$ cat src/rtl/uart_rx_pkg.sv
package uart_rx_pkg;
  localparam int DATA_W = 8;

  typedef enum logic [2:0] {
    ST_IDLE,
    ST_START,
    ST_DATA,
    ST_PAR,
    ST_STOP
  } rx_state_e;

  typedef struct packed {
    logic [DATA_W-1:0] data;
    logic              fe;
    logic              pe;
  } rx_frame_t;

  function automatic logic maj3(input logic a, input logic b, input logic c);
    return (a & b) | (a & c) | (b & c);
  endfunction
endpackage

$ cat src/rtl/uart_rx_baud.sv
module uart_rx_baud #(
  parameter int RELOAD_W = 8,
  parameter int PRE_DIV  = 8
) (
  input  logic                clk_i,
  input  logic                rst_ni,
  input  logic                restart_i,
  input  logic                src_div_i,
  input  logic [RELOAD_W-1:0] reload_i,
  output logic                tick_o
);
  localparam int PW = (PRE_DIV > 1) ? $clog2(PRE_DIV) : 1;
  localparam logic [PW-1:0] PRE_LAST = PW'(PRE_DIV - 1);

  logic [PW-1:0]       pre_q;
  logic [RELOAD_W-1:0] cnt_q;
  logic                src_en;

  assign src_en = src_div_i ? (pre_q == PRE_LAST) : 1'b1;
  assign tick_o = src_en && (cnt_q == '0) && !restart_i;

  always_ff @(posedge clk_i or negedge rst_ni) begin
    if (!rst_ni) begin
      pre_q <= '0;
      cnt_q <= '0;
    end else if (restart_i) begin
      // phase-align the divider to the detected edge
      pre_q <= '0;
      cnt_q <= reload_i;
    end else begin
      pre_q <= (pre_q == PRE_LAST) ? '0 : pre_q + 1'b1;
      if (src_en) begin
        cnt_q <= (cnt_q == '0) ? reload_i : cnt_q - 1'b1;
      end
    end
  end
endmodule

$ cat src/rtl/uart_rx_sync.sv
module uart_rx_sync #(
  parameter int STAGES = 2
) (
  input  logic clk_i,
  input  logic rst_ni,
  input  logic rxd_i,
  output logic rx_o,
  output logic fall_o
);
  logic [STAGES-1:0] sh_q;
  logic              prev_q;

  generate
    for (genvar g = 0; g < STAGES; g++) begin : g_stage
      always_ff @(posedge clk_i or negedge rst_ni) begin
        if (!rst_ni) sh_q[g] <= 1'b1;
        else if (g == 0) sh_q[g] <= rxd_i;
        else sh_q[g] <= sh_q[(g > 0) ? g - 1 : 0];
      end
    end
  endgenerate

  always_ff @(posedge clk_i or negedge rst_ni) begin
    if (!rst_ni) prev_q <= 1'b1;
    else prev_q <= sh_q[STAGES-1];
  end

  assign rx_o   = sh_q[STAGES-1];
  assign fall_o = prev_q & ~sh_q[STAGES-1];
endmodule

$ cat src/rtl/uart_rx_frame.sv
module uart_rx_frame
  import uart_rx_pkg::*;
#(
  parameter int OS_W = 4
) (
  input  logic      clk_i,
  input  logic      rst_ni,
  input  logic      en_i,
  input  logic      rx_i,
  input  logic      fall_i,
  input  logic      tick_i,
  input  logic      par_en_i,
  input  logic      two_stop_i,
  output logic      restart_o,
  output logic      idle_o,
  output logic      done_o,
  output rx_frame_t frame_o
);
  localparam int BW = $clog2(DATA_W);
  localparam logic [OS_W-1:0] OS_S0   = OS_W'(7);
  localparam logic [OS_W-1:0] OS_S1   = OS_W'(8);
  localparam logic [OS_W-1:0] OS_VOTE = OS_W'(9);
  localparam logic [OS_W-1:0] OS_LAST = '1;
  localparam logic [BW-1:0]   BIT_LAST = BW'(DATA_W - 1);

  rx_state_e         st_q;
  logic [OS_W-1:0]   os_q;
  logic [BW-1:0]     bit_q;
  logic              stop_q;
  logic              s0_q, s1_q;
  logic [DATA_W-1:0] sh_q;
  logic              par_q, pe_q, fe_q;
  logic              vote, at_vote, at_end, last_stop;

  assign vote      = maj3(s0_q, s1_q, rx_i);
  assign at_vote   = tick_i && (os_q == OS_VOTE);
  assign at_end    = tick_i && (os_q == OS_LAST);
  assign last_stop = (stop_q == two_stop_i);
  assign restart_o = (st_q == ST_IDLE) && en_i && fall_i;
  assign idle_o    = (st_q == ST_IDLE);
  assign done_o    = en_i && (st_q == ST_STOP) && at_vote && last_stop;
  assign frame_o   = '{data: sh_q, fe: fe_q | ~vote, pe: pe_q};

  always_ff @(posedge clk_i or negedge rst_ni) begin
    if (!rst_ni) begin
      st_q   <= ST_IDLE;
      os_q   <= '0;
      bit_q  <= '0;
      stop_q <= 1'b0;
      s0_q   <= 1'b1;
      s1_q   <= 1'b1;
      sh_q   <= '0;
      par_q  <= 1'b0;
      pe_q   <= 1'b0;
      fe_q   <= 1'b0;
    end else if (!en_i) begin
      st_q <= ST_IDLE;
    end else if (st_q == ST_IDLE) begin
      if (fall_i) begin
        st_q   <= ST_START;
        os_q   <= '0;
        bit_q  <= '0;
        stop_q <= 1'b0;
        par_q  <= 1'b0;
        pe_q   <= 1'b0;
        fe_q   <= 1'b0;
      end
    end else if (tick_i) begin
      os_q <= os_q + 1'b1;
      if (os_q == OS_S0) s0_q <= rx_i;
      if (os_q == OS_S1) s1_q <= rx_i;
      unique case (st_q)
        ST_START: begin
          if (at_vote && vote) st_q <= ST_IDLE;  // false start
          else if (at_end) st_q <= ST_DATA;
        end
        ST_DATA: begin
          if (at_vote) begin
            sh_q  <= {vote, sh_q[DATA_W-1:1]};
            par_q <= par_q ^ vote;
          end
          if (at_end) begin
            if (bit_q == BIT_LAST) st_q <= par_en_i ? ST_PAR : ST_STOP;
            else bit_q <= bit_q + 1'b1;
          end
        end
        ST_PAR: begin
          if (at_vote) pe_q <= par_q ^ vote;
          if (at_end) st_q <= ST_STOP;
        end
        ST_STOP: begin
          if (at_vote) begin
            fe_q <= fe_q | ~vote;
            if (last_stop) st_q <= ST_IDLE;
          end
          if (at_end) stop_q <= 1'b1;
        end
        default: st_q <= ST_IDLE;
      endcase
    end
  end
endmodule

$ cat src/rtl/uart_rx_hold.sv
module uart_rx_hold
  import uart_rx_pkg::*;
(
  input  logic              clk_i,
  input  logic              rst_ni,
  input  logic              store_i,
  input  rx_frame_t         frame_i,
  input  logic              rd_i,
  input  logic              ack_i,
  input  logic              clr_i,
  input  logic              en_i,
  input  logic              idle_i,
  input  logic              flow_en_i,
  input  logic              rts_sel_i,
  output logic [DATA_W-1:0] data_o,
  output logic              done_o,
  output logic              irq_o,
  output logic              fe_o,
  output logic              pe_o,
  output logic              ore_o,
  output logic              rts_o
);
  logic [DATA_W-1:0] data_q;
  logic done_q, irq_q, fe_q, pe_q, ore_q, full_blk;

  assign full_blk = done_q && !rd_i;

  always_ff @(posedge clk_i or negedge rst_ni) begin
    if (!rst_ni) begin
      data_q <= '0;
      done_q <= 1'b0;
      irq_q  <= 1'b0;
      fe_q   <= 1'b0;
      pe_q   <= 1'b0;
      ore_q  <= 1'b0;
    end else begin
      if (store_i && !full_blk) begin
        data_q <= frame_i.data;
        fe_q   <= frame_i.fe;
        pe_q   <= frame_i.pe;
        done_q <= 1'b1;
        irq_q  <= 1'b1;
      end else begin
        if (rd_i) done_q <= 1'b0;
        if (ack_i || clr_i) irq_q <= 1'b0;
      end
      if (store_i && full_blk) ore_q <= 1'b1;
      else if (rd_i) ore_q <= 1'b0;
    end
  end

  assign data_o = data_q;
  assign done_o = done_q;
  assign irq_o  = irq_q;
  assign fe_o   = fe_q;
  assign pe_o   = pe_q;
  assign ore_o  = ore_q;
  assign rts_o  = (flow_en_i && rts_sel_i) ? !(en_i && idle_i && !done_q) : 1'b0;
endmodule

$ cat src/rtl/uart_rx_rts.sv
module uart_rx_rts
  import uart_rx_pkg::*;
#(
  parameter int RELOAD_W    = 8,
  parameter int PRE_DIV     = 8,
  parameter int SYNC_STAGES = 2
) (
  input  logic                clk_i,
  input  logic                rst_ni,
  input  logic                rx_en_i,
  input  logic                src_div8_i,
  input  logic [RELOAD_W-1:0] reload_i,
  input  logic                parity_en_i,
  input  logic                two_stop_i,
  input  logic                flow_en_i,
  input  logic                rts_sel_i,
  input  logic                rxd_i,
  input  logic                buf_rd_i,
  input  logic                irq_ack_i,
  input  logic                irq_clr_i,
  output logic [DATA_W-1:0]   rx_data_o,
  output logic                rx_done_o,
  output logic                irq_o,
  output logic                fe_o,
  output logic                pe_o,
  output logic                ore_o,
  output logic                rts_o
);
  logic      rx_s, rx_fall, tick, restart, rx_idle, frame_store;
  rx_frame_t frame;

  uart_rx_sync #(.STAGES(SYNC_STAGES)) u_sync (
    .clk_i (clk_i), .rst_ni(rst_ni), .rxd_i(rxd_i),
    .rx_o  (rx_s),  .fall_o(rx_fall)
  );

  uart_rx_baud #(.RELOAD_W(RELOAD_W), .PRE_DIV(PRE_DIV)) u_baud (
    .clk_i    (clk_i),      .rst_ni  (rst_ni),  .restart_i(restart),
    .src_div_i(src_div8_i), .reload_i(reload_i), .tick_o  (tick)
  );

  uart_rx_frame u_frame (
    .clk_i     (clk_i),       .rst_ni    (rst_ni),     .en_i   (rx_en_i),
    .rx_i      (rx_s),        .fall_i    (rx_fall),    .tick_i (tick),
    .par_en_i  (parity_en_i), .two_stop_i(two_stop_i), .restart_o(restart),
    .idle_o    (rx_idle),     .done_o    (frame_store), .frame_o(frame)
  );

  uart_rx_hold u_hold (
    .clk_i    (clk_i),     .rst_ni   (rst_ni),    .store_i(frame_store),
    .frame_i  (frame),     .rd_i     (buf_rd_i),  .ack_i  (irq_ack_i),
    .clr_i    (irq_clr_i), .en_i     (rx_en_i),   .idle_i (rx_idle),
    .flow_en_i(flow_en_i), .rts_sel_i(rts_sel_i), .data_o (rx_data_o),
    .done_o   (rx_done_o), .irq_o    (irq_o),     .fe_o   (fe_o),
    .pe_o     (pe_o),      .ore_o    (ore_o),     .rts_o  (rts_o)
  );
endmodule

$ cat config.mk
export PLATFORM = sky130hd
export DESIGN_NAME = uart_rx_rts
export DESIGN_NICKNAME = d
export VERILOG_FILES = /design/src/rtl/uart_rx_pkg.sv /design/src/rtl/uart_rx_baud.sv /design/src/rtl/uart_rx_sync.sv /design/src/rtl/uart_rx_frame.sv /design/src/rtl/uart_rx_hold.sv /design/src/rtl/uart_rx_rts.sv
export SDC_FILE = /design/constraint.sdc
export NUM_CORES = 1
export LEC_CHECK = 0
export ABC_AREA = 0
export BUFFER_PORTS_ARGS = -buffer_cell sky130_fd_sc_hd__buf_4
export CAP_MARGIN = 5
export CORE_UTILIZATION = 35
export DETAILED_ROUTE_END_ITERATION = 6
export SYNTH_ARGS = -nofsm -noshare
export SYNTH_HDL_FRONTEND = slang
export SYNTH_SLANG_ARGS = --single-unit
$ cat constraint.sdc
create_clock -name clk_i -period 3.1 [get_ports clk_i]
set_clock_uncertainty 0.15 [all_clocks]
set_input_delay 0.31 -clock clk_i [delete_from_list [all_inputs] [get_ports clk_i]]
set_output_delay 0.31 -clock clk_i [all_outputs]
set_load 0.02 [all_outputs]
== Word level (Yosys, flattened, before mapping) ==
Cells that the tools add are included.
Storage, ports and cells
  register bits: 51
  bits of input ports: 20
  output and inout bits: 14
  word-level logic and storage cells: 150
Cells by class
  add/sub/neg operators: 4
  eq/ne operators: 21
  multiplexer cells: 50
  bitwise logic cells: 11
  reductions and logical operators: 43
Operators by type and width (number)
  two-way mux 3 bit: 20
  AND reduction 5 bit: 5
  two-way mux 8 bit: 3
  two-way mux 1 bit: 23
  inequality test 4 x 3 -> 1 bit, second input constant: 5
  nonzero test 2 bit: 10
  logical AND 1 bit: 15
  equality test 4 bit, second input constant: 3
  two-way mux 4 bit: 3
  case mux 3 bit (4 select lines): 1
  equality test 3 bit, second input constant: 3
  zero test 8 bit: 1
  AND reduction 4 bit: 2
  AND reduction 8 bit: 1
  subtractor 8 x 1 -> 8 bit, second input constant: 1
  adder 3 x 1 -> 3 bit, second input constant: 2
  equality test 3 x 2 -> 1 bit, second input constant: 2
  AND reduction 6 bit: 1
  zero test 1 bit: 5
  inequality test 5 x 3 -> 1 bit, second input constant: 1
  adder 4 x 1 -> 4 bit, second input constant: 1
  AND 1 bit: 4
  equality test 4 x 3 -> 1 bit, second input constant: 1
  equality test 3 x 1 -> 1 bit, second input constant: 1
  other kinds (11): 15

== Logic depth before layout (Yosys ltp) ==
Gate-level depths: netlist of the first run.
  word-level depth: 12
  mapped depth: 8
  mapped depth without buffers: 7

== Cells and area by module ==
A second synthesis of the first run with hierarchy kept.
Second synthesis, totals
  cells, all modules: 241
  area total of the unflattened synthesis: 2615.0 sq um
Modules (own cells, without submodules)
  uart_rx_frame: instances 1, cells each 128, area an instance 1296.2 sq um, seq. area each 603.1 sq um
  uart_rx_baud: instances 1, cells each 74, area an instance 689.4 sq um, seq. area each 275.3 sq um
  uart_rx_hold: instances 1, cells each 35, area an instance 536.8 sq um, seq. area each 325.3 sq um
  uart_rx_sync: instances 1, cells each 4, area an instance 92.6 sq um, seq. area each 78.8 sq um

== Worst setup path before layout of the first run ==
OpenSTA, ideal clock, no wires.
  path kind: register to register
  start: reg u_baud.cnt_q[0]
  end: reg u_frame.sh_q[0]
  setup time: 0.125 ns
  data arrival time: 2.057 ns
  path slack: 0.768 ns
  stages on the path, launching flop included: 8
  path buffers: 1
  cells stage by stage: dfrtp_1 > inv_1 > ha_1 > nor3b_4 > nand3_1 > or4_1 > buf_6 > mux2_4
Between the ends
  longest elaborated chain between the ends: 5
RTL lines
  start, declared: RTL line uart_rx_baud.sv:16  | logic [RELOAD_W-1:0] cnt_q;
  start signal, assigned: RTL line uart_rx_baud.sv:29  | cnt_q <= reload_i;
  start signal, assigned: RTL line uart_rx_baud.sv:33  | cnt_q <= (cnt_q == '0) ? reload_i : cnt_q - 1'b1;
  zero test 8 bit (*): RTL line uart_rx_baud.sv:20  | assign tick_o = src_en && (cnt_q == '0) && !restart_i;
  logical AND 1 bit (*) (2 in series): RTL line uart_rx_baud.sv:20
  logical AND 1 bit: RTL line uart_rx_frame.sv:36  | assign at_vote = tick_i && (os_q == OS_VOTE);
  AND reduction 5 bit (no line) (*)
  end signal, assigned: RTL line uart_rx_frame.sv:79  | sh_q <= {vote, sh_q[DATA_W-1:1]};
  end, declared: RTL line uart_rx_frame.sv:31  | logic [DATA_W-1:0] sh_q;
Mark *: on every way between the ends. The rest lies on a longest branch, timed or not.
A chain may end at the register's enable or synchronous reset.

== Final worst setup path of the first run ==
Same ends and word-level chain as after synthesis.

==> run_results.csv, run 1 <==
group,metric,value,unit
global_routing,grt_antenna_before_repair,0,
critical_path,startpoint_type,"register",
global_routing,grtUsageTotal,0.1502,
logic_synthesis,ys_seq_area_frac,0.4794,
logic_synthesis,synth_edf_count,0,
critical_path,cp-end-kind,"register",
critical_path,reg2reg_slack,630,ps
power_and_ir_drop,ir_drop,0.3219,mV
timing,tightestPinTransition,652.0,ps
timing,max_freq,404.3,MHz
timing,fin_crit,2473,ps
route,post_drt_wl_per_cell,14.30,um
timing,setup_violations,0,
outcome,outcome,"completed",
floorplan,die_w,89.43,um
floorplan,coreArea,0.007331,mm2
critical_path,crit_arrival,2510,ps
power_and_ir_drop,p_sw,0.6972,mW
placement,dpl.cell_count,381,
cells_and_area,layout.nets,321,
logic_synthesis,yosysTopAreaCellShare,0.4303,
cts,clock_latency,300,ps
route,vias,2049,
cts,clkTransAtPathRegs,100,ps
logic_synthesis,async_flop_share,1.000,
critical_path,crit_slowest_cell,"or4_1",
cts,cts_sinks,51,
logic_synthesis,synth_commonest_cells,"dfrtp_1 (46), nand2_1 (21), o21ai_0 (18), nor2_1 (14), inv_1 (12)",
power_and_ir_drop,switching_share,0.3513,
critical_path,cp.required,3140,ps
critical_path,critPathMaxStageDelay,790,ps
route,ant_nets,0,
cts,holdBufCountCts,2,
placement,place_congestion,0.9203,
logic_synthesis,yosysMostFrequentCell,"dfrtp_1",
logic_synthesis,syn_nets,281,
power_and_ir_drop,p_comb_frac,0.317,
timing,timing.final.hold_violations,0,
power_and_ir_drop,power_frac_clock,0.231,
floorplan,die_h,89.43,um
route,drt-total-wl,5593,um
cells_and_area,multi_input_area,0.001300,mm2
critical_path,path_cells,"inv_1, ha_1, nor3b_4, nand3_1, or4_1, mux2_4",
floorplan,initial_utilization,0.3649,
route,drt_iter0_markers,141,
power_and_ir_drop,finalPower,1.985,mW
critical_path,crit_type,"register to register",
cells_and_area,nFillCells,708,
logic_synthesis,synth_ff_type,"dfrtp_1",
cts,cts_buffer_depth,2,
logic_synthesis,ys_warn_count,0,
timing,slew_violations,0,
timing,layout_setup_ws,626.7,ps
cells_and_area,layout-drive-gt1-share,0.2671,
cts,root_buffer,"clkbuf_8",
cts,numCtsBuffers,5,
timing,period_share,0.7979,
critical_path,crit_path_max_fanout,9,
global_routing,overflow,0,
floorplan,pin_count,34,
logic_synthesis,ys_ff_latch,51,
cells_and_area,n_antenna_cell,0,
placement,hpwl,4135,um
power_and_ir_drop,p_per_area,624.0,mW/mm2
logic_synthesis,synthCells,252,
cts,cts_resized,0,
timing,tns,0,ps
global_routing,grt_pass1_wl,9128,um
floorplan,fp.dieArea,0.007997,mm2
job,drv_cap,0,
floorplan,num_rows,31,
min_path,min_path_type,"input port to register",
global_routing,grt_max_degree,52,
power_and_ir_drop,p_int,1.288,mW
timing,relSlewSlack,0.5638,
placement,port_buffers,33,
logic_synthesis,netlist_area,0.002675,mm2
route,drc_errors,0,
cells_and_area,instances_no_fill,391,
cells_and_area,areaGrowthSynthToFinish,18.90,%
power_and_ir_drop,power_frac_seq,0.452,
logic_synthesis,synth.largest_area_cell,"dfrtp_1",
route,firstDrtPassIters,4,
placement,post-place-ws,657.8,ps
logic_synthesis,synth_cell_types,56,
global_routing,first_global_vias,1897,
cts,htree_levels,2,
power_and_ir_drop,power_leakage,1.476,nW
timing,rsz0062_at_grt,"no",
cells_and_area,final_util,0.4339,
cts,post_cts_buffers,0,
cts,cts_tree,"yes",
logic_synthesis,synthTopCellsByArea,"dfrtp_1 (43%), dfstp_2 (4.9%), mux2_2 (4.6%)",
route,vias_per_cell,5.240,
cells_and_area,seq_area,0.001282,mm2
logic_synthesis,synth_area_per_cell,10.62,um2
-- registers in the layout (all words and copies together) (netlist names) --
name,count
u_frame.st_q,3
u_sync.sh_q,1
u_sync.prev_q,1
u_baud.cnt_q,8
u_frame.s1_q,1
u_frame.pe_q,1
u_hold.data_o,8
u_hold.pe_o,1
u_baud.pre_q,3
u_frame.os_q,4
u_frame.fe_q,1
u_hold.fe_o,1
u_frame.s0_q,1
u_frame.stop_q,1
u_hold.irq_o,1
u_sync.rx_o,1
u_hold.ore_o,1
u_hold.done_o,1
u_frame.par_q,1
u_frame.bit_q,3
u_frame.sh_q,8
-- per-stage QoR --
stage | area [um2] | hold slack (ps)
after floorplan | 2675 | -135.6
after global placement | 3044 | 196.7
after detailed placement | 3044 | 198.8
after CTS | 3171 | 4.394
after global routing | 3181 | 93.72
final | 3181 | 93.66
-- metal layers --
metal / vias to the layer above / part of all wire / GRT usage
li1: 1010 / - / -
met3: 4 / 0.039 / 0.03416
met4: 0 / 0.0025 / 0.03030
met1: 996 / 0.50 / 0.2082
met5: - / 0 / 0
met2: 39 / 0.46 / 0.2415
-- area by class of cell --
type | count | area share
Inverter | 12 | 0.01416
Sequential cell | 51 | 0.4032
Timing Repair Buffer | 42 | 0.1015
Multi-Input combinational cell | 180 | 0.4087
Clock inverter | 2 | 0.01180
Tap cell | 99 | 0.03895
Clock buffer | 5 | 0.02164
-- placed cells by master (no fill, tap or decap), types with 4 or more instances in the layout --
master	n
mux2_4	7
dfrtp_1	46
nand4_1	4
buf_4	39
inv_1	12
nand3_1	10
nor2_1	14
nand2b_1	5
clkbuf_8	5
mux2_2	11
ha_1	9
nor3_1	6
dfstp_2	5
a21oi_1	10
nand2_1	21
o21ai_0	18
a22o_1	4
or4_1	4
-- power by group through the flow --
| stage | clock (mW) | sequential [mW] | combinational (mW) |
|---|---|---|---|
| floorplan | 0 | 0.851 | 0.505 |
| global placement | 0 | 0.903 | 0.620 |
| detailed placement | 0 | 0.906 | 0.627 |
| CTS | 0.471 | 0.895 | 0.630 |
| global route | 0.497 | 0.919 | 0.706 |
| finish | 0.458 | 0.897 | 0.630 |
-- cells by family (layout without fill, tap and decap cells) --
family / count (synthesis) / in the layout / share of synthesized area
AOI/OAI and AO/OA: 58 / 58 / 0.1464
xor gates and xnor gates: 2 / 2 / 0.006549
adders and majority gates: 9 / 9 / 0.04210
buffers and inverters: 21 / 61 / 0.03461
DFF: 51 / 51 / 0.4794
muxes: 23 / 23 / 0.1057
and+or+nand+nor: 88 / 88 / 0.1852
-- final timing paths --
kind | cells after the start | endpoint | start
max | 6 | u_frame.sh_q[0]$_DFFE_PN0P_ | u_baud.cnt_q[0]$_DFFE_PN0P_
min | 4 | u_hold.irq_o$_DFFE_PN0P_ | irq_ack_i
max reg2reg | 6 | u_frame.sh_q[0]$_DFFE_PN0P_ | u_baud.cnt_q[0]$_DFFE_PN0P_
min reg2reg | 0 | u_sync.rx_o$_DFF_PN1_ | u_sync.sh_q[0]$_DFF_PN1_
max in group asynchronous | 2 | u_frame.sh_q[1]$_DFFE_PN0P_ | rst_ni
min in group asynchronous | 2 | u_hold.irq_o$_DFFE_PN0P_ | rst_ni
-- critical path: cells and delay by family, from the launching register on --
kind	cells	cell delay (ps)
simple gates	3	1170
flops	1	420
mux	1	380
fa+ha+maj	1	140
buf+inv	1	90
No activity file was read; power rests on OpenSTA's default activity.
==> run 2, diff against run 1 <==
Settings changed: ABC_AREA 0 to 1.
Clock period 3.1 ns to 2.39 ns, I/O delays scaled along.
==> run 2 against run 1 <==
  * First-iteration DRC count fell by 19%
  * Flip-flop and latch count did not move
  * Worst hold slack got worse by 81 ps
  * Via count rose by 3.7%
  * Synthesized cell count rose by 24%
==> run_results.csv, run 2 <==
group,metric,value,unit
floorplan,fp.dieArea,0.008110,mm2
placement,place_area,0.003062,mm2
logic_synthesis,synth_edf_count,0,
cts,cts_buffer_depth,2,
critical_path,crit_path_max_fanout,21,
route,vias,2125,
logic_synthesis,netlist_area,0.002714,mm2
floorplan,num_rows,31,
power_and_ir_drop,finalPower,2.779,mW
route,post_drt_wl_per_cell,11.64,um
global_routing,grt_max_degree,52,
critical_path,r2r_cells,11,
cts,cts_sinks,51,
timing,tns,0,ps
cells_and_area,final_util,0.4343,
timing,layout_setup_ws,276.9,ps
logic_synthesis,synth_area_per_cell,8.698,um2
route,drc_errors,0,
route,vias_per_cell,4.681,
timing,period_share,0.8842,
global_routing,overflow,0,
logic_synthesis,yosysTopAreaCellShare,0.4242,
timing,timing.final.hold_violations,0,
route,drt_iter0_markers,114,
critical_path,worstReg2RegStart,"u_baud.cnt_q[0]$_DFFE_PN0P_",
cells_and_area,instances_no_fill,454,
power_and_ir_drop,ir_drop,0.4207,mV
placement,port_buffers,33,
cells_and_area,n_antenna_cell,0,
floorplan,die_w,90.06,um
floorplan,die_h,90.06,um
cells_and_area,layout.nets,383,
cts,htree_levels,2,
timing,setup_violations,0,
cells_and_area,layout_common_cells,"nand2_1 (69), dfrtp_1 (46), inv_1 (36), buf_4 (36), o21ai_0 (25)",
logic_synthesis,yosysMostFrequentCell,"nand2_1",
logic_synthesis,synthTopCellsByArea,"dfrtp_1 (42%), nand2_1 (9.5%), o21ai_2 (6.1%)",
logic_synthesis,ys_seq_area_frac,0.4726,
route,firstDrtPassIters,4,
cts,clock_latency,310,ps
cells_and_area,areaGrowthSynthToFinish,17.93,%
timing,holdWs,13.11,ps
route,drt-total-wl,5286,um
critical_path,cp-end-kind,"register",
floorplan,pin_count,34,
critical_path,cp-endpoint,"u_hold.data_o[6]$_DFFE_PN0P_",
min_path,min_path_type,"input port to register",
placement,dpl.cell_count,442,
timing,relSlewSlack,0.5666,
global_routing,grtUsageTotal,0.1413,
timing,tightestPinTransition,650.1,ps
critical_path,crit_arrival,2170,ps
placement,hpwl,3810,um
cells_and_area,layout-drive-gt1-share,0.2620,
critical_path,cp.required,2450,ps
cells_and_area,multi_input_area,0.001222,mm2
critical_path,crit_start,"u_baud.cnt_q[0]$_DFFE_PN0P_",
cts,root_buffer,"clkbuf_8",
critical_path,crit_type,"register to register",
cts,cts_tree,"yes",
power_and_ir_drop,power_leakage,1.547,nW
job,drv_cap,0,
cells_and_area,seq_area,0.001282,mm2
global_routing,grt_pass1_wl,9390,um
timing,max_freq,473.2,MHz
floorplan,initial_utilization,0.3683,
cts,clkTransAtPathRegs,110,ps
logic_synthesis,synth_cell_types,36,
outcome,outcome,"completed",
critical_path,r2r-end,"u_hold.data_o[6]$_DFFE_PN0P_",
cells_and_area,layout_commonest_cell,"nand2_1",
critical_path,startpoint_type,"register",
logic_synthesis,synth.largest_area_cell,"dfrtp_1",
cells_and_area,nFillCells,748,
cts,post_cts_buffers,0,
cells_and_area,post-route-cell-area,0.003201,mm2
timing,fin_crit,2113,ps
timing,slew_violations,0,
global_routing,first_global_vias,2066,
critical_path,reg2reg_slack,280,ps
global_routing,grt_antenna_before_repair,0,
logic_synthesis,ys_ff_latch,51,
placement,place_congestion,0.8189,
cts,numCtsBuffers,5,
logic_synthesis,async_flop_share,1.000,
floorplan,coreArea,0.007370,mm2
timing,rsz0062_at_grt,"no",
logic_synthesis,synth_ff_type,"dfrtp_1",
placement,post-place-ws,196.8,ps
route,ant_nets,0,
logic_synthesis,synthCells,312,
logic_synthesis,synth_commonest_cells,"nand2_1 (69), dfrtp_1 (46), inv_1 (36), nor2_1 (25), o21ai_0 (25)",
logic_synthesis,syn_nets,341,
logic_synthesis,ys_warn_count,0,
power_and_ir_drop,p_per_area,868.4,mW/mm2
==> run 2: cell types whose count changed after synthesis, moves of 4 or more <==
cell and delta:
nor2_1 +11, nand2b_1 -5, nand3_1 +6, a22o_1 -4
o21ai_0 +7, mux2_4 -7, mux2_2 -11, inv_2 +4
clkbuf_1 -5, o21ai_2 +19, nand2_1 +48, o211ai_1 +4
inv_1 +24, or4_1 -4
==> run 2: critical path: stages (launching register included) <==
cell and delay, ps:
dfrtp_1 400, inv_1 120, ha_1 160, nand2_1 80
nor2_4 160, nand2_4 90, nor2_8 160, nand2_4 70
inv_4 70, nand4_4 290, nand2_1 190, o21ai_2 60
==> run 2: power by group <==
| group | switching [mW] | leakage (nW) | internal [mW] |
|---|---|---|---|
| clock network | 0.316 | 0.0463 | 0.216 |
| logic | 0.684 | 0.833 | 0.389 |
| registers | 0.140 | 0.667 | 1.03 |
==> run 2: worst min-delay path by stage <==
stage                     cells after the start  slack [ps]                     endpoint       from
final                                         4          10     u_hold.irq_o$_DFFE_PN0P_  irq_clr_i
after global routing                          4          40     u_hold.irq_o$_DFFE_PN0P_  irq_clr_i
after CTS                                     4           4     u_hold.irq_o$_DFFE_PN0P_  irq_clr_i
after detailed placement                      1         180  u_frame.st_q[0]$_DFFE_PN0P_     rst_ni
after global placement                        1         180  u_frame.st_q[0]$_DFFE_PN0P_     rst_ni
after floorplan                               0        -210  u_baud.cnt_q[0]$_DFFE_PN0P_     rst_ni
==> run 2: kinds of logic (layout without fill, tap and decap cells) <==
family | count (synthesis) | in the layout | share of synthesized area
and+or+nand+nor | 136 | 136 | 0.2425
AOI/OAI and AO/OA | 66 | 66 | 0.1558
xor gates and xnor gates | 3 | 3 | 0.009684
adders and majority gates | 9 | 9 | 0.04149
buffers and inverters | 47 | 90 | 0.07792
DFF | 51 | 51 | 0.4726
==> run 2: area by class of cell <==
cell class / instances / share of cell area
clock buffers: 5 / 0.02150
multi-input cells: 214 / 0.3819
inverters: 42 / 0.05160
well taps: 99 / 0.03870
repair buffers: 40 / 0.09695
flip-flops and latches: 51 / 0.4007
clock inverters: 3 / 0.008600
==> run 2: metal layers <==
| metal | track usage | routed length (um) | vias to the layer above |
|---|---|---|---|
| met5 | 0 | 0 | - |
| met4 | 0.03629 | 36 | 0 |
| met3 | 0.02792 | 215 | 4 |
| met2 | 0.2316 | 2423 | 47 |
| met1 | 0.1911 | 2611 | 973 |
| li1 | - | - | 1101 |
==> run 2: timing repair <==
item                                    in CTS  in global routing
hold buffers                                 4                  0
hold endpoints to repair                    49                  0
resized for setup                            0                  1
endpoints found under the setup margin       0                  1
==> run 3, diff against run 2 <==
--- a/config.mk
+++ b/config.mk
@@ -14,2 +14,3 @@
 export SYNTH_HDL_FRONTEND = slang
+export SYNTH_HIERARCHICAL = 1
 export SYNTH_SLANG_ARGS = --single-unit
--- a/constraint.sdc
+++ b/constraint.sdc
@@ -4,2 +4,2 @@
 set_output_delay 0.239 -clock clk_i [all_outputs]
-set_load 0.02 [all_outputs]
+set_load 0.05 [all_outputs]
==> run 3 against run 2 <==
  * Setup slack worse by 110 ps
  * Worst hold slack better by 20 ps
  * First-iteration DRC count down 41%
  * Largest cell class is now multi-input combinational cells
==> run_results.csv, run 3 <==
group,metric,value,unit
outcome,outcome,"completed",
critical_path,crit_slowest_cell,"dfrtp_1",
placement,port_buffers,33,
cells_and_area,layout_commonest_cell,"nand2_1",
global_routing,overflow,0,
floorplan,coreArea,0.007848,mm2
logic_synthesis,ys_ff_latch,51,
placement,hpwl,4124,um
timing,slew_violations,0,
floorplan,die_w,92.93,um
power_and_ir_drop,finalPower,3.422,mW
global_routing,first_global_vias,2177,
logic_synthesis,async_flop_share,1.000,
timing,relSlewSlack,0.5730,
cts,clock_latency,300,ps
placement,place_congestion,0.8281,
timing,period_share,0.9316,
cells_and_area,instances_no_fill,515,
logic_synthesis,ys_seq_area_frac,0.4431,
logic_synthesis,synth_ff_type,"dfrtp_1",
global_routing,grt_max_degree,52,
route,firstDrtPassIters,4,
cells_and_area,areaGrowthSynthToFinish,21.88,%
route,ant_nets,0,
timing,fin_crit,2226,ps
critical_path,cp.buffers_inverters,3,
cts,cts_tree,"yes",
cts,root_buffer,"clkbuf_8",
logic_synthesis,synth_edf_count,0,
floorplan,pin_count,34,
critical_path,critPathMaxStageDelay,400,ps
global_routing,grt_pass1_wl,9880,um
power_and_ir_drop,ir_drop,0.3448,mV
critical_path,crit_family,"simple AND/OR/NAND/NOR gates",
floorplan,num_rows,32,
critical_path,r2r_cells,13,
critical_path,path_cells,"ha_1, ha_2, o21ai_2, nor3_4, inv_2, nand2_2, nand3_4, nor2_1, buf_4, nor3_4, inv_4, nor2_1, o21bai_2",
cts,numCtsBuffers,5,
critical_path,crit_arrival,2310,ps
timing,rsz0062_at_grt,"no",
route,drt_iter0_markers,67,
route,vias_per_cell,4.598,
cells_and_area,multi_input_area,0.001394,mm2
logic_synthesis,synth.largest_area_cell,"dfrtp_1",
route,drt-total-wl,5618,um
logic_synthesis,syn_nets,387,
timing,timing.final.hold_violations,0,
cells_and_area,post-route-cell-area,0.003527,mm2
logic_synthesis,yosysTopAreaCellShare,0.3978,
logic_synthesis,synthTopCellsByArea,"dfrtp_1 (40%), nand2_1 (14%), nand3_1 (5.9%)",
placement,place_area,0.003267,mm2
global_routing,grtUsageTotal,0.1445,
critical_path,crit_path_max_fanout,8,
cells_and_area,layout_common_cells,"nand2_1 (107), buf_4 (50), dfrtp_1 (46), inv_1 (41), nand3_1 (34)",
cts,htree_levels,2,
power_and_ir_drop,p_per_area,970.1,mW/mm2
logic_synthesis,synth_cell_types,37,
floorplan,die_h,92.93,um
floorplan,fp.dieArea,0.008636,mm2
cells_and_area,layout-drive-gt1-share,0.2663,
critical_path,cp.required,2470,ps
timing,tns,0,ps
cts,cts_sinks,51,
cells_and_area,layout.nets,441,
critical_path,cp-end-kind,"register",
logic_synthesis,synthCells,358,
power_and_ir_drop,power_leakage,1.840,nW
global_routing,grt_antenna_before_repair,0,
logic_synthesis,netlist_area,0.002894,mm2
job,drv_cap,0,
route,post_drt_wl_per_cell,10.91,um
route,vias,2368,
min_path,min_path_type,"input port to register",
logic_synthesis,synth_area_per_cell,8.084,um2
timing,max_freq,449.1,MHz
critical_path,crit_cells,13,
logic_synthesis,synth_commonest_cells,"nand2_1 (107), dfrtp_1 (46), inv_1 (42), nand3_1 (34), nor2_1 (26)",
min_path,hold_depth,4,
cells_and_area,n_antenna_cell,0,
cts,cts_buffer_depth,2,
cells_and_area,nFillCells,824,
critical_path,startpoint_type,"register",
logic_synthesis,yosysMostFrequentCell,"nand2_1",
timing,setup_violations,0,
timing,layout_setup_ws,163.5,ps
timing,tightestPinTransition,640.6,ps
floorplan,initial_utilization,0.3688,
placement,post-place-ws,9.603,ps
cts,clkTransAtPathRegs,100,ps
cells_and_area,seq_area,0.001282,mm2
logic_synthesis,ys_warn_count,6,
placement,dpl.cell_count,494,
route,drc_errors,0,
critical_path,crit_type,"register to register",
## run 3: changes by cell type after synthesis, moves of 2 or more
cell | before | now
nand2_1 | 69 | 107
nand3_1 | 16 | 34
o21ai_0 | 25 | 7
o21ai_2 | 19 | 1
o21ai_1 | 2 | 11
inv_1 | 36 | 42
o211ai_1 | 5 | 0
a21oi_2 | 0 | 4
a21oi_1 | 10 | 7
nor2_4 | 2 | 5
buf_4 | 1 | 3
nand2_2 | 3 | 5
nand3_2 | 2 | 4
o22ai_1 | 2 | 0
## run 3: report_power, final
group          internal (mW)  switching [mW]  total [mW]
logic                  0.595           0.954        1.55
clock network          0.345           0.294       0.639
registers               1.05           0.181        1.23
## run 3: worst reg2reg max path: stages, from the launching register on
cell,delay (ps)
dfrtp_1,400
ha_1,200
ha_2,180
o21ai_2,150
nor3_4,60
inv_2,60
nand2_2,70
nand3_4,90
nor2_1,40
buf_4,160
nor3_4,300
inv_4,100
nor2_1,100
o21bai_2,110
## run 3: what timing repair did
action | 4_1_cts | 5_1_grt
endpoints found under the hold margin | 48 | 0
hold buffers | 3 | 0
resized for setup | 1 | 9
setup endpoints to repair | 8 | 28
pin swaps | 2 | 4
setup buffers | 1 | 9
## run 3: final timing paths
check,start,end,slack (ps)
setup / recovery,u_baud/pre_q[0]$_DFF_PN0_,u_baud/cnt_q[0]$_DFFE_PN0P_,160
hold reg to reg,u_sync/sh_q[0]$_DFF_PN1_,u_sync/rx_o$_DFF_PN1_,210
max in group asynchronous,rst_ni,u_frame/par_q$_DFFE_PN0P_,1320
min in group asynchronous,rst_ni,u_frame/os_q[0]$_DFFE_PN0P_,350
setup reg to reg,u_baud/pre_q[0]$_DFF_PN0_,u_baud/cnt_q[0]$_DFFE_PN0P_,160
hold / removal,irq_clr_i,u_hold/irq_o$_DFFE_PN0P_,30
## run 3: through the flow
step                      hold slack [ps]  utilization
after global placement              163.9       0.4163
final                               32.85       0.4495
after detailed placement            165.1       0.4163
after floorplan                    -206.6            -
after global routing                35.23       0.4495
after CTS                           23.39       0.4365
## run 3: kinds of logic (layout without fill, tap and decap cells)
| group | count (synthesis) | in the layout | share of synthesized area |
|---|---|---|---|
| and+or+nand+nor | 203 | 203 | 0.3368 |
| muxes | 1 | 1 | 0.003891 |
| buffers and inverters | 55 | 110 | 0.08733 |
| DFF | 51 | 51 | 0.4431 |
| AOI/OAI and AO/OA | 36 | 36 | 0.08085 |
| xor gates and xnor gates | 3 | 3 | 0.009081 |
| adders and majority gates | 9 | 9 | 0.03891 |
## run 3: layout make-up
class	count	area share
well taps	102	0.03618
repair buffers	54	0.1181
multi-input cells	252	0.3952
clock inverters	2	0.01100
clock buffers	6	0.02341
flip-flops and latches	51	0.3636
inverters	48	0.05250
## run 3: routing by layer
metal,wire [um],track usage
met2,2513,0.2304
met4,51,0.04615
met1,2789,0.1980
met5,0,0
met3,262,0.02545
